--- config.mk ---
export PLATFORM = sky130hd
export DESIGN_NAME = uart_irq_ident
export DESIGN_NICKNAME = d
export VERILOG_FILES = /design/src/rtl/uart_irq_pkg.sv /design/src/rtl/uart_irq_sticky.sv /design/src/rtl/uart_irq_tx.sv /design/src/rtl/uart_irq_prio.sv /design/src/rtl/uart_irq_ident.sv
export SDC_FILE = /design/constraint.sdc
export NUM_CORES = 1
export LEC_CHECK = 0
export ABC_CLOCK_PERIOD_IN_PS = 1900
export BUFFER_PORTS_ARGS = -buffer_cell sky130_fd_sc_hd__buf_4
export CAP_MARGIN = 20
export CORE_MARGIN = 3
export CORE_UTILIZATION = 42
export CTS_BUF_LIST = sky130_fd_sc_hd__clkbuf_8
export CTS_CLUSTER_SIZE = 28
export DETAILED_ROUTE_END_ITERATION = 8
export GPL_TIMING_DRIVEN = 0
export PLACE_DENSITY = 0.83
export SKIP_LAST_GASP = 1
export SYNTH_ARGS = -nofsm -noshare
export SYNTH_HDL_FRONTEND = slang
export SYNTH_SLANG_ARGS = --single-unit
--- constraint.sdc ---
create_clock -name clk_i -period 1.9 [get_ports clk_i]
set_input_delay 0.285 -clock clk_i [delete_from_list [all_inputs] [get_ports clk_i]]
set_output_delay 0.285 -clock clk_i [all_outputs]
set_load 0.03 [all_outputs]
--- src/rtl/uart_irq_pkg.sv ---
package uart_irq_pkg;

  typedef enum logic [3:0] {
    ID_MSR  = 4'h0,
    ID_NONE = 4'h1,
    ID_THR  = 4'h2,
    ID_RDA  = 4'h4,
    ID_LSR  = 4'h6,
    ID_TMO  = 4'hC
  } irq_id_e;

  localparam int unsigned IER_RDA = 0;
  localparam int unsigned IER_THR = 1;
  localparam int unsigned IER_LSR = 2;
  localparam int unsigned IER_MSR = 3;
  localparam int unsigned MSR_DELTAS = 4;

  // receive trigger level scaled to the FIFO depth
  function automatic int unsigned trig_level(input logic [1:0] sel, input int unsigned depth);
    case (sel)
      2'd0:    return 1;
      2'd1:    return depth / 4;
      2'd2:    return depth / 2;
      default: return depth - 2;
    endcase
  endfunction

endpackage

--- src/rtl/uart_irq_sticky.sv ---
module uart_irq_sticky #(
  parameter int unsigned W = 1
) (
  input  logic         clk_i,
  input  logic         rst_ni,
  input  logic [W-1:0] set_i,
  input  logic         clr_i,
  output logic [W-1:0] q_o
);

  for (genvar i = 0; i < W; i++) begin : g_bit
    logic q;
    always_ff @(posedge clk_i or negedge rst_ni) begin
      if (!rst_ni)       q <= 1'b0;
      else if (set_i[i]) q <= 1'b1;   // set wins over clear
      else if (clr_i)    q <= 1'b0;
    end
    assign q_o[i] = q;
  end

endmodule

--- src/rtl/uart_irq_tx.sv ---
module uart_irq_tx
  import uart_irq_pkg::*;
(
  input  logic       clk_i,
  input  logic       rst_ni,
  input  logic       ier_wr_i,
  input  logic [3:0] ier_wdata_i,
  input  logic       thr_wr_i,
  input  logic       tx_drain_i,
  input  logic       tx_done_i,
  input  logic       iir_thr_rd_i,
  output logic [3:0] ier_o,
  output logic       thre_o,
  output logic       temt_o,
  output logic       pend_o
);

  logic [3:0] ier_q, ier_d;
  logic       thre_q, temt_q, pend_q, pend_d;

  always_comb begin
    ier_d  = ier_wr_i ? ier_wdata_i : ier_q;
    pend_d = pend_q;
    if (ier_wr_i && ier_wdata_i[IER_THR] && !ier_q[IER_THR] && thre_q) pend_d = 1'b1;
    if (iir_thr_rd_i) pend_d = 1'b0;
    if (tx_drain_i)   pend_d = 1'b1;
    if (thr_wr_i)     pend_d = 1'b0;
    if (!ier_d[IER_THR]) pend_d = 1'b0;  // flag only lives while enabled
  end

  always_ff @(posedge clk_i or negedge rst_ni) begin
    if (!rst_ni) begin
      ier_q  <= '0;
      thre_q <= 1'b1;
      temt_q <= 1'b1;
      pend_q <= 1'b0;
    end else begin
      ier_q  <= ier_d;
      pend_q <= pend_d;
      if (thr_wr_i)        thre_q <= 1'b0;
      else if (tx_drain_i) thre_q <= 1'b1;
      if (thr_wr_i)        temt_q <= 1'b0;
      else if (tx_done_i)  temt_q <= 1'b1;
    end
  end

  assign ier_o  = ier_q;
  assign thre_o = thre_q;
  assign temt_o = temt_q;
  assign pend_o = pend_q;

  a_r9_thr_wr_clears: assert property (@(posedge clk_i) disable iff (!rst_ni)
    thr_wr_i |=> (!thre_q && !temt_q && !pend_q));

  a_r7_iir_rd_clears: assert property (@(posedge clk_i) disable iff (!rst_ni)
    (iir_thr_rd_i && !tx_drain_i && !ier_wr_i) |=> !pend_q);

  a_r8_no_rearm_when_full: assert property (@(posedge clk_i) disable iff (!rst_ni)
    (!pend_q && !thre_q && !tx_drain_i) |=> !pend_q);

endmodule

--- src/rtl/uart_irq_prio.sv ---
module uart_irq_prio
  import uart_irq_pkg::*;
#(
  parameter  int unsigned DEPTH = 16,
  localparam int unsigned CNT_W = $clog2(DEPTH + 1)
) (
  input  logic             clk_i,
  input  logic             rst_ni,
  input  logic [3:0]       ier_i,
  input  logic             line_err_i,
  input  logic             rx_timeout_i,
  input  logic             rx_ready_i,
  input  logic [CNT_W-1:0] rx_count_i,
  input  logic             fifo_en_i,
  input  logic [1:0]       trig_sel_i,
  input  logic             thr_pend_i,
  input  logic             msr_any_i,
  output logic [7:0]       iir_o,
  output logic             irq_o
);

  logic [CNT_W-1:0] lvl;
  logic             rda;
  irq_id_e          id;
  logic             irq_q;

  assign lvl = CNT_W'(trig_level(trig_sel_i, DEPTH));
  assign rda = rx_ready_i && (!fifo_en_i || (rx_count_i >= lvl));

  always_comb begin
    if (ier_i[IER_LSR] && line_err_i)        id = ID_LSR;
    else if (ier_i[IER_RDA] && rx_timeout_i) id = ID_TMO;
    else if (ier_i[IER_RDA] && rda)          id = ID_RDA;
    else if (ier_i[IER_THR] && thr_pend_i)   id = ID_THR;
    else if (ier_i[IER_MSR] && msr_any_i)    id = ID_MSR;
    else                                     id = ID_NONE;
  end

  assign iir_o = {fifo_en_i ? 2'b11 : 2'b00, 2'b00, id};

  always_ff @(posedge clk_i or negedge rst_ni) begin
    if (!rst_ni) irq_q <= 1'b0;
    else         irq_q <= (id != ID_NONE);
  end

  assign irq_o = irq_q;

  a_r4_tmo_gated: assert property (@(posedge clk_i) disable iff (!rst_ni)
    !ier_i[IER_RDA] |-> (id != ID_TMO && id != ID_RDA));

endmodule

--- src/rtl/uart_irq_ident.sv ---
module uart_irq_ident
  import uart_irq_pkg::*;
#(
  parameter  int unsigned DEPTH = 16,
  localparam int unsigned CNT_W = $clog2(DEPTH + 1)
) (
  input  logic             clk_i,
  input  logic             rst_ni,
  input  logic             ier_wr_i,
  input  logic [3:0]       ier_wdata_i,
  input  logic             iir_rd_i,
  input  logic             thr_wr_i,
  input  logic             lsr_rd_i,
  input  logic             msr_rd_i,
  input  logic             ovr_set_i,
  input  logic             brk_set_i,
  input  logic             par_err_i,
  input  logic             frm_err_i,
  input  logic             rx_ready_i,
  input  logic [CNT_W-1:0] rx_count_i,
  input  logic             fifo_en_i,
  input  logic [1:0]       trig_sel_i,
  input  logic             rx_timeout_i,
  input  logic             tx_drain_i,
  input  logic             tx_done_i,
  input  logic [3:0]       msr_delta_set_i,
  output logic [3:0]       ier_o,
  output logic [7:0]       lsr_o,
  output logic [3:0]       msr_delta_o,
  output logic [7:0]       iir_o,
  output logic             irq_o
);

  logic [1:0]            err_q;   // {break, overrun}
  logic [MSR_DELTAS-1:0] delta_q;
  logic                  thre, temt, thr_pend, iir_thr_rd, line_err;

  uart_irq_sticky #(.W(2)) u_lsr_err (
    .clk_i  (clk_i),
    .rst_ni (rst_ni),
    .set_i  ({brk_set_i, ovr_set_i}),
    .clr_i  (lsr_rd_i),
    .q_o    (err_q)
  );

  uart_irq_sticky #(.W(MSR_DELTAS)) u_msr_delta (
    .clk_i  (clk_i),
    .rst_ni (rst_ni),
    .set_i  (msr_delta_set_i),
    .clr_i  (msr_rd_i),
    .q_o    (delta_q)
  );

  assign iir_thr_rd = iir_rd_i && (iir_o[3:0] == ID_THR);

  uart_irq_tx u_tx (
    .clk_i        (clk_i),
    .rst_ni       (rst_ni),
    .ier_wr_i     (ier_wr_i),
    .ier_wdata_i  (ier_wdata_i),
    .thr_wr_i     (thr_wr_i),
    .tx_drain_i   (tx_drain_i),
    .tx_done_i    (tx_done_i),
    .iir_thr_rd_i (iir_thr_rd),
    .ier_o        (ier_o),
    .thre_o       (thre),
    .temt_o       (temt),
    .pend_o       (thr_pend)
  );

  assign lsr_o    = {1'b0, temt, thre, err_q[1], frm_err_i, par_err_i, err_q[0], rx_ready_i};
  assign line_err = |lsr_o[4:1];

  uart_irq_prio #(.DEPTH(DEPTH)) u_prio (
    .clk_i        (clk_i),
    .rst_ni       (rst_ni),
    .ier_i        (ier_o),
    .line_err_i   (line_err),
    .rx_timeout_i (rx_timeout_i),
    .rx_ready_i   (rx_ready_i),
    .rx_count_i   (rx_count_i),
    .fifo_en_i    (fifo_en_i),
    .trig_sel_i   (trig_sel_i),
    .thr_pend_i   (thr_pend),
    .msr_any_i    (|delta_q),
    .iir_o        (iir_o),
    .irq_o        (irq_o)
  );

  assign msr_delta_o = delta_q;

  a_r10_lsr_rd_clears: assert property (@(posedge clk_i) disable iff (!rst_ni)
    (lsr_rd_i && !ovr_set_i && !brk_set_i) |=> (!lsr_o[1] && !lsr_o[4]));

  a_r11_msr_rd_clears: assert property (@(posedge clk_i) disable iff (!rst_ni)
    (msr_rd_i && msr_delta_set_i == '0) |=> (msr_delta_o == '0));

  a_r13_irq_drops: assert property (@(posedge clk_i) disable iff (!rst_ni)
    (iir_o[0] && !irq_o) |=> !irq_o);

endmodule

* After elaboration in Yosys (flattened, before gate mapping)
Cells that the tools add are included.
** Word-level totals
- Bits in registers :: 14
- Bits of input ports :: 31
- Output and inout bits :: 25
** Operators by class
- Magnitude comparators :: 1
- Equality and inequality tests :: 5
- Multiplexer cells :: 25
- Reduce and logical (&&, ||, !) cells :: 24
** Operators by type and width (number)
- 2-to-1 mux 1 bit :: 18
- 2-to-1 mux 4 bit :: 4
- nonzero test 2 bit :: 8
- case mux 4 bit (3 select lines) :: 1
- logical AND 1 bit :: 10
- OR reduction 4 bit :: 2
- greater-or-equal comparator 5 x 4 -> 1 bit :: 1
- != test 5 bit, second input constant :: 1
- equality test 4 x 2 -> 1 bit, second input constant :: 1
- 2-to-1 mux 2 bit :: 2
- != test 4 x 1 -> 1 bit, second input constant :: 1
- equality test 2 x 1 -> 1 bit, second input constant :: 1
- equality test 2 bit, second input constant :: 1
- zero test 1 bit :: 2
- zero test 2 bit :: 1
- logical OR 1 bit :: 1

* Depth between registers and ports, before layout
Gate-level depths: netlist (run 1).
- Word-level depth :: 15
- Gate-level depth with buffers :: 6
- Mapped depth without buffers :: 6

* Cells and area by module
From an unflattened synthesis (run 1), not the netlist that was laid out.
** Unflattened totals
- Cells, all modules :: 82
- Area total of the unflattened synthesis :: 830.8 µm²
** By module, submodules not included
- uart_irq_tx :: times used 1, cells an instance 20, area an instance 274.0 µm²
- uart_irq_prio :: times used 1, cells an instance 31, area an instance 235.2 µm²
- uart_irq_sticky (u_msr_delta) :: times used 1, cells an instance 13, area an instance 163.9 µm²
- uart_irq_sticky (u_lsr_err) :: times used 1, cells an instance 7, area an instance 83.8 µm²
- uart_irq_ident :: times used 1, cells an instance 11, area an instance 73.8 µm²

* Least setup slack after synthesis (run 1)
Ideal clock, no wire load.
- Kind :: input -> output
- Start point :: in trig_sel_i[0]
- End point :: out iir_o[0]
- Data arrival time :: 1.453 ns
- Slack :: 0.162 ns
- Stages on the path :: 6
- Path buffers :: 0
- Cells stage by stage :: inv_1 ha_1 a21oi_1 o21ai_0 a41oi_2 and4_1
** Between the ends
- Longest elaborated chain between the ends :: 9
- Elaborated cells on any way between the ends :: 11
- Those cells by class :: 1 x order compare; 2 x eq/ne; 4 x mux; 4 x reduce/logical
** Ends and longest elaborated chain
- start: declaration :: RTL line uart_irq_ident.sv:22 : input logic [1:0] trig_sel_i,
- equality test 2 bit, or another cell as far along :: RTL line uart_irq_pkg.sv:20 : case (sel)
- case mux 4 bit (3 select lines) * :: RTL line uart_irq_pkg.sv:20
- greater-or-equal comparator 5 x 4 -> 1 bit * :: RTL line uart_irq_prio.sv:28 : assign rda = rx_ready_i && (!fifo_en_i || (rx_count_i >= lvl));
- logical OR 1 bit * :: RTL line uart_irq_prio.sv:28
- logical AND 1 bit * :: RTL line uart_irq_prio.sv:28
- logical AND 1 bit * :: RTL line uart_irq_prio.sv:33 : else if (ier_i[IER_RDA] && rda) id = ID_RDA;
- 2-to-1 mux 4 bit * :: RTL line uart_irq_prio.sv:33
- 2-to-1 mux 4 bit * :: RTL line uart_irq_prio.sv:32 : else if (ier_i[IER_RDA] && rx_timeout_i) id = ID_TMO;
- 2-to-1 mux 4 bit * :: RTL line uart_irq_prio.sv:31 : if (ier_i[IER_LSR] && line_err_i) id = ID_LSR;
- end: declaration :: RTL line uart_irq_ident.sv:30 : output logic [7:0] iir_o,
Every way passes the cells marked *; elsewhere a longest branch is shown, timed or not.

* Worst setup path in the final report (run 1)
Ends and elaborated chain as after synthesis.

==> results of run 1 <==
==> power groups by stage <==
stage | Clock (uW) | Combinational, uW | Sequential [uW]
6_report | 294 | 325 | 347
4_1_cts | 300 | 310 | 345
5_1_grt | 314 | 348 | 350
2_1_floorplan | 0 | 153 | 366
3_5_place_dp | 0 | 303 | 350
3_3_place_gp | 0 | 297 | 349
==> stage by stage <==
stage | std cells | utilization (%) | setup TNS, ps | area [sq um] | total power, uW
5_1_grt | 167 | 76.77 | -76.48 | 1369 | 1012
2_1_floorplan | 83 | - | 0 | 828.3 | 519.5
6_report | 167 | 76.77 | 0 | 1369 | 965.4
4_1_cts | 166 | 74.18 | 0 | 1323 | 954.4
3_5_place_dp | 160 | 70.11 | -64.62 | 1250 | 652.6
3_3_place_gp | 160 | 70.11 | -49.54 | 1250 | 645.1
==> critical path: stages <==
cell and delay (ps):
buf_4 110, inv_1 50, ha_1 300, a21oi_2 140, o21ai_2 70, a41oi_2 230
and4_1 250, buf_6 140
==> worst min-delay path by stage <==
stage          slack, ps  startpoint                      to  cells after the start
3_3_place_gp         140      rst_ni  u_msr_delta.g_bit[1].q                      1
2_1_floorplan        -10      rst_ni    u_lsr_err.g_bit[0].q                      0
3_5_place_dp         140      rst_ni           u_tx.ier_o[3]                      1
5_1_grt              170    thr_wr_i             u_tx.thre_o                      2
6_report             170    thr_wr_i             u_tx.temt_o                      2
4_1_cts              170    thr_wr_i             u_tx.temt_o                      2
==> cell families after synthesis <==
group / after synthesis / share of synthesized area, %
flip-flops: 14 / 42.99
multiplexers: 3 / 4.116
other: 1 / 0.4569
AND/OR/NAND/NOR: 20 / 12.96
AO/OA/AOI/OAI: 17 / 16.01
adder cells (fa/ha/maj): 4 / 6.098
buffers and inverters: 22 / 17.38
==> sequential cells by signal (all words and copies together), names as in the netlist <==
| signal | cells |
|---|---|
| u_lsr_err.g_bit.q | 2 |
| u_msr_delta.g_bit.q | 4 |
| u_prio.irq_o | 1 |
| u_tx.ier_o | 4 |
| u_tx.pend_o | 1 |
| u_tx.temt_o | 1 |
| u_tx.thre_o | 1 |
==> placed cells by master (no fill, tap or decap), drive strengths merged, types with 2 or more instances in the layout <==
cell type  instances
ha                 4
dfstp              2
a21o               6
nand2              7
o21ai              3
clkbuf             4
dfrtp             12
nor2               6
mux2               3
buf               70
o41ai              2
a21oi              2
nor3b              2
conb               3
inv                6
==> timing repair <==
| action | in CTS | in global routing |
|---|---|---|
| setup buffers | 1 | 1 |
| resized for setup | 0 | 8 |
| endpoints found under the setup margin | 1 | 3 |
| hold buffers | 1 | 0 |
| pin swaps | 1 | 3 |
| endpoints found under the hold margin | 12 | 0 |
| cloned | 0 | 0 |
==> layer usage <==
metal | share of wire, % | vias up
met3 | 9.9 | 6
met4 | 1.9 | 0
met1 | 34 | 368
met2 | 54 | 49
li1 | - | 382
met5 | 0 | -
==> synthesized netlist by cell type <==
cell type | n | area share (%)
mux2_2 | 3 | 4.1
a21o_1 | 6 | 5.5
a21oi_1 | 2 | 1.2
or2_2 | 1 | 0.76
ha_1 | 4 | 6.1
nor4b_2 | 1 | 1.8
a31o_2 | 1 | 1.1
conb_1 | 1 | 0.46
inv_1 | 6 | 2.7
o21ai_0 | 3 | 1.8
dfstp_2 | 2 | 6.4
buf_4 | 16 | 15
a41oi_2 | 1 | 2.0
o41ai_1 | 2 | 2.1
nor3b_1 | 2 | 1.8
o41a_1 | 1 | 1.4
nor2_1 | 6 | 2.7
nor2b_1 | 1 | 0.76
and4_1 | 1 | 1.1
nand4_1 | 1 | 0.76
a211oi_1 | 1 | 0.91
dfrtp_1 | 12 | 37
nand2_1 | 7 | 3.2
==> layout make-up <==
class                      count  area [sq um]  area share (%)
sequential                    14         352.8           25.78
buffer                        16         120.1           8.775
inverter                       6         22.52           1.645
multi-input combinational     47         367.9           26.87
tap                           25         31.28           2.285
timing repair buffer          55         419.2           30.62
clock buffer                   4         55.05           4.022
==> flow_summary_export.csv, run 1 <==
group,metric,value,unit
power,switching_share,31.00,%
routing,routed-via-count,805,
placement,port_buffers,52,
synthesis,yosysUniqueCellTypes,23,
clock_tree,clk_pin_slew_worst_paths,60,ps
critical_path,r2r_slack,500,ps
grt,use_met1,20.38,%
routing,finalWirelength,2.291,mm
critical_path,cp-end-kind,"output port",
sta,finalCriticalPeriod,1863,ps
power,vdd_drop_max,0.0005544,V
routing,drtIter0Drc,9,
clock_tree,clock_tree.root_cell,"clkbuf_8",
critical_path,arrival,1580,ps
critical_path,rr_worst_depth,6,
die,die_x,50.21,um
synthesis,synthesis.area,820.8,sq um
grt,top_usage_layer,"met2",
sta,finalSetupViolations,0,
power,leakage,0.0007040,uW
grt,met3_usage,5.045,%
grt,use_met2,35.00,%
placement,dp_slack,-64.62,ps
sta,finClkSkew,3.186,ps
sta,worst_hold_slack,173.6,ps
hold_path,hold_class,"in -> reg",
die,die-area,2521,sq um
placement,globalplace.congestion,0.6952,
power,pwr-share-comb,33.6,%
sta,rsz0062_at_grt,"true",
routing,remaining_drc_errors,0,
final_layout,diodes,0,
power,power.switching,299.2,uW
critical_path,required,1620,ps
synthesis,synth_warnings,0,
grt,grt_pass1_wl,3.608,mm
routing,firstDrtPassIters,5,
grt,grt.overflow.total,0,
routing,avgRoutedWirePerCell,13.72,um
die,core,1783,sq um
die,start_util,46.04,%
final_layout,syn2layout_area_growth,66.77,%
routing,viasPerCell,4.820,
critical_path,startpoint,"trig_sel_i[0]",
sta,layout_setup_ws,37.37,ps
grt,grt_max_degree,15,
power,power_density,705.3,nW/um^2
critical_path,cp_max_fo,4,
sta,hold_viol_final,0,
power,pwr-share-seq,35.9,%
final_layout,n_fill_cell,132,
grt,antenna_found_initial,0,
die,die_y,50.21,um
placement,dp_hpwl,1.738,mm
grt,grt_pass1_vias,817,
die,rows,15,
synthesis,synth_area_per_cell,10.13,sq um
job,maxCapViolations,0,
die,io_pins,56,
critical_path,start_kind,"input port",
final_layout,layout-drive-gt1-share,61.97,%
critical_path,r2r_end,"u_tx.pend_o",
clock_tree,clock_latency,250,ps
critical_path,setup.worst_path.end,"iir_o[0]",
clock_tree,clkSinkCount,14,
run_status,outcome,"completed",
clock_tree,htree_levels,1,
synthesis,synth-seq-cells,14,
final_layout,nets,178,
synthesis,synth-seq-area-share,42.99,%
sta,post-route-period-util,98.03,%
grt,grt.total_usage,19.36,%
clock_tree,clockBufferDepth,2,
clock_tree,cts_tree,"built",
clock_tree,cts_buffers,3,
sta,timing.fmax,0.5369,GHz
synthesis,netlist_instances,81,
routing,ant_nets,0,
power,internal_power,666.1,uW
sta,drv_slew,0,
power,clockPowerShare,30.5,%
critical_path,reg2reg_from,"u_tx.ier_o[0]",
critical_path,worstSetupPathType,"in -> out",
Note: power is estimated with default switching activity, not from simulation.
==> run 2: changes to the inputs <==
--- a/config.mk
+++ b/config.mk
@@ -10,7 +10,7 @@
 export CAP_MARGIN = 20
 export CORE_MARGIN = 3
 export CORE_UTILIZATION = 42
-export CTS_BUF_LIST = sky130_fd_sc_hd__clkbuf_8
+export CTS_BUF_LIST = sky130_fd_sc_hd__clkbuf_2 sky130_fd_sc_hd__clkbuf_4 sky130_fd_sc_hd__clkbuf_8
 export CTS_CLUSTER_SIZE = 28
 export DETAILED_ROUTE_END_ITERATION = 8
 export GPL_TIMING_DRIVEN = 0
==> run 2 against run 1 <==
- sequential share of layout area rose by 0.23 points
- global-route usage decreased by 0.69 points
- hold slack worse by 35 ps
- via count decreased by 1.1%
- power is 7.9% lower
- largest cell class unchanged
- largest power group unchanged
==> flow_summary_export.csv, run 2 (synthesis results as in run 1) <==
group,metric,value,unit
run_status,outcome,"completed",
final_layout,final_cells,168,
power,switching_share,32.35,%
clock_tree,clock_latency,280,ps
grt,grt.total_usage,18.66,%
grt,grt_max_degree,15,
critical_path,cpPeakStageDelay,300,ps
routing,ant_nets,0,
critical_path,r2r_slack,510,ps
die,die-area,2521,sq um
power,pwr-share-seq,38.9,%
critical_path,worstSetupPathType,"in -> out",
sta,finalSetupTns,0,ps
routing,avgRoutedWirePerCell,13.17,um
sta,finClkSkew,3.774,ps
placement,port_buffers,52,
routing,firstDrtPassIters,4,
sta,finalCriticalPeriod,1858,ps
hold_path,hold_class,"in -> reg",
power,finalPower,889.2,uW
die,die_y,50.21,um
power,pwr-share-comb,36.8,%
power,power.switching,287.7,uW
grt,grt.overflow.total,0,
sta,rsz0062_at_grt,"true",
routing,drtIter0Drc,5,
routing,remaining_drc_errors,0,
critical_path,cp_max_fo,4,
placement,dp_hpwl,1.738,mm
final_layout,nets,179,
final_layout,layout-drive-gt1-share,63.64,%
critical_path,path_cells,"buf_4 > inv_1 > ha_1 > a21oi_2 > o21ai_2 > a41oi_2 > and4_1 > buf_6",
clock_tree,clock_tree.root_cell,"clkbuf_4",
critical_path,cp-end-kind,"output port",
critical_path,slowest_stage,"ha_1",
final_layout,layout_commonest_cell,"buf_4",
sta,timing.fmax,0.5382,GHz
final_layout,final_cell_mix,"70 x buf_4, 11 x dfrtp_1, 6 x inv_1, 6 x nand2_1, 6 x a21o_1",
clock_tree,clockBufferDepth,2,
power,internal_power,601.5,uW
die,rows,15,
grt,grt_pass1_wl,3.519,mm
clock_tree,cts_tree,"built",
grt,antenna_found_initial,0,
die,start_util,46.04,%
routing,finalWirelength,2.212,mm
placement,globalplace.congestion,0.6952,
critical_path,arrival,1570,ps
clock_tree,clk_pin_slew_worst_paths,90,ps
power,clockPowerShare,24.3,%
die,io_pins,56,
power,power_density,653.2,nW/um^2
sta,hold_viol_final,0,
critical_path,start_kind,"input port",
placement,placed_cells,160,
sta,drv_slew,0,
job,maxCapViolations,0,
critical_path,required,1620,ps
clock_tree,htree_levels,1,
die,die_x,50.21,um
final_layout,final_util,76.35,%
sta,worst_hold_slack,138.1,ps
power,vdd_drop_max,0.0005607,V
routing,routed-via-count,796,
die,core,1783,sq um
final_layout,diodes,0,
clock_tree,cts_buffers,3,
power,leakage,0.0007004,uW
final_layout,syn2layout_area_growth,65.85,%
grt,grt_pass1_vias,810,
clock_tree,clkSinkCount,14,
sta,post-route-period-util,97.80,%
routing,viasPerCell,4.738,
sta,finalSetupViolations,0,
-- run 2: critical path, delay by kind of cell --
| family | cells | cell delay, ps |
|---|---|---|
| AOI/OAI and AO/OA | 3 | 440 |
| adders and majority gates | 1 | 300 |
| buffers and inverters | 3 | 290 |
| and+or+nand+nor | 1 | 250 |
-- run 2: final timing paths --
check / end / start / cells after the start
max in group asynchronous: u_tx.thre_o / rst_ni / 2
min in group asynchronous: u_tx.ier_o[3] / rst_ni / 2
worst max-delay path: iir_o[0] / trig_sel_i[0] / 8
worst min register to register: u_tx.temt_o / u_tx.temt_o / 2
worst min-delay path: u_tx.temt_o / thr_wr_i / 2
worst max register to register: u_tx.pend_o / u_tx.ier_o[0] / 6
-- run 2: metal layers --
metal / GRT usage [%] / wire length [um] / up-vias
li1: - / - / 388
met1: 19.62 / 758 / 363
met2: 33.91 / 1232 / 43
met3: 6.231 / 211 / 2
met4: 6.912 / 10 / 0
met5: 0 / 0 / -
-- run 2: stage by stage --
step | cell area, sq um | setup slack, ps
final | 1361 | 41.83
after floorplan | 828.3 | 162.2
after detailed placement | 1250 | -64.62
after global routing | 1361 | -41.79
after CTS | 1311 | 15.82
after global placement | 1250 | -49.54
-- run 2: final cells by class --
class	count	area, sq um
flip-flops and latches	14	354.1
repair buffers	56	426.7
clock buffers	4	36.28
inverters	6	22.52
fillers	136	421.7
multi-input cells	47	370.4
well taps	25	31.28
plain buffers	16	120.1
-- run 2: what timing repair did --
item,4_1_cts,5_1_grt
pin swaps,1,3
hold buffers,1,0
setup endpoints to repair,1,3
hold endpoints to repair,12,0
resized for setup,1,9
buffers inserted,1,2
-- run 2: power by group through the flow --
| stage | clock network (uW) | logic (uW) | registers [uW] |
|---|---|---|---|
| 2_1_floorplan | 0 | 153 | 366 |
| 3_3_place_gp | 0 | 297 | 349 |
| 3_5_place_dp | 0 | 303 | 350 |
| 4_1_cts | 223 | 311 | 345 |
| 5_1_grt | 238 | 351 | 350 |
| 6_report | 216 | 327 | 346 |
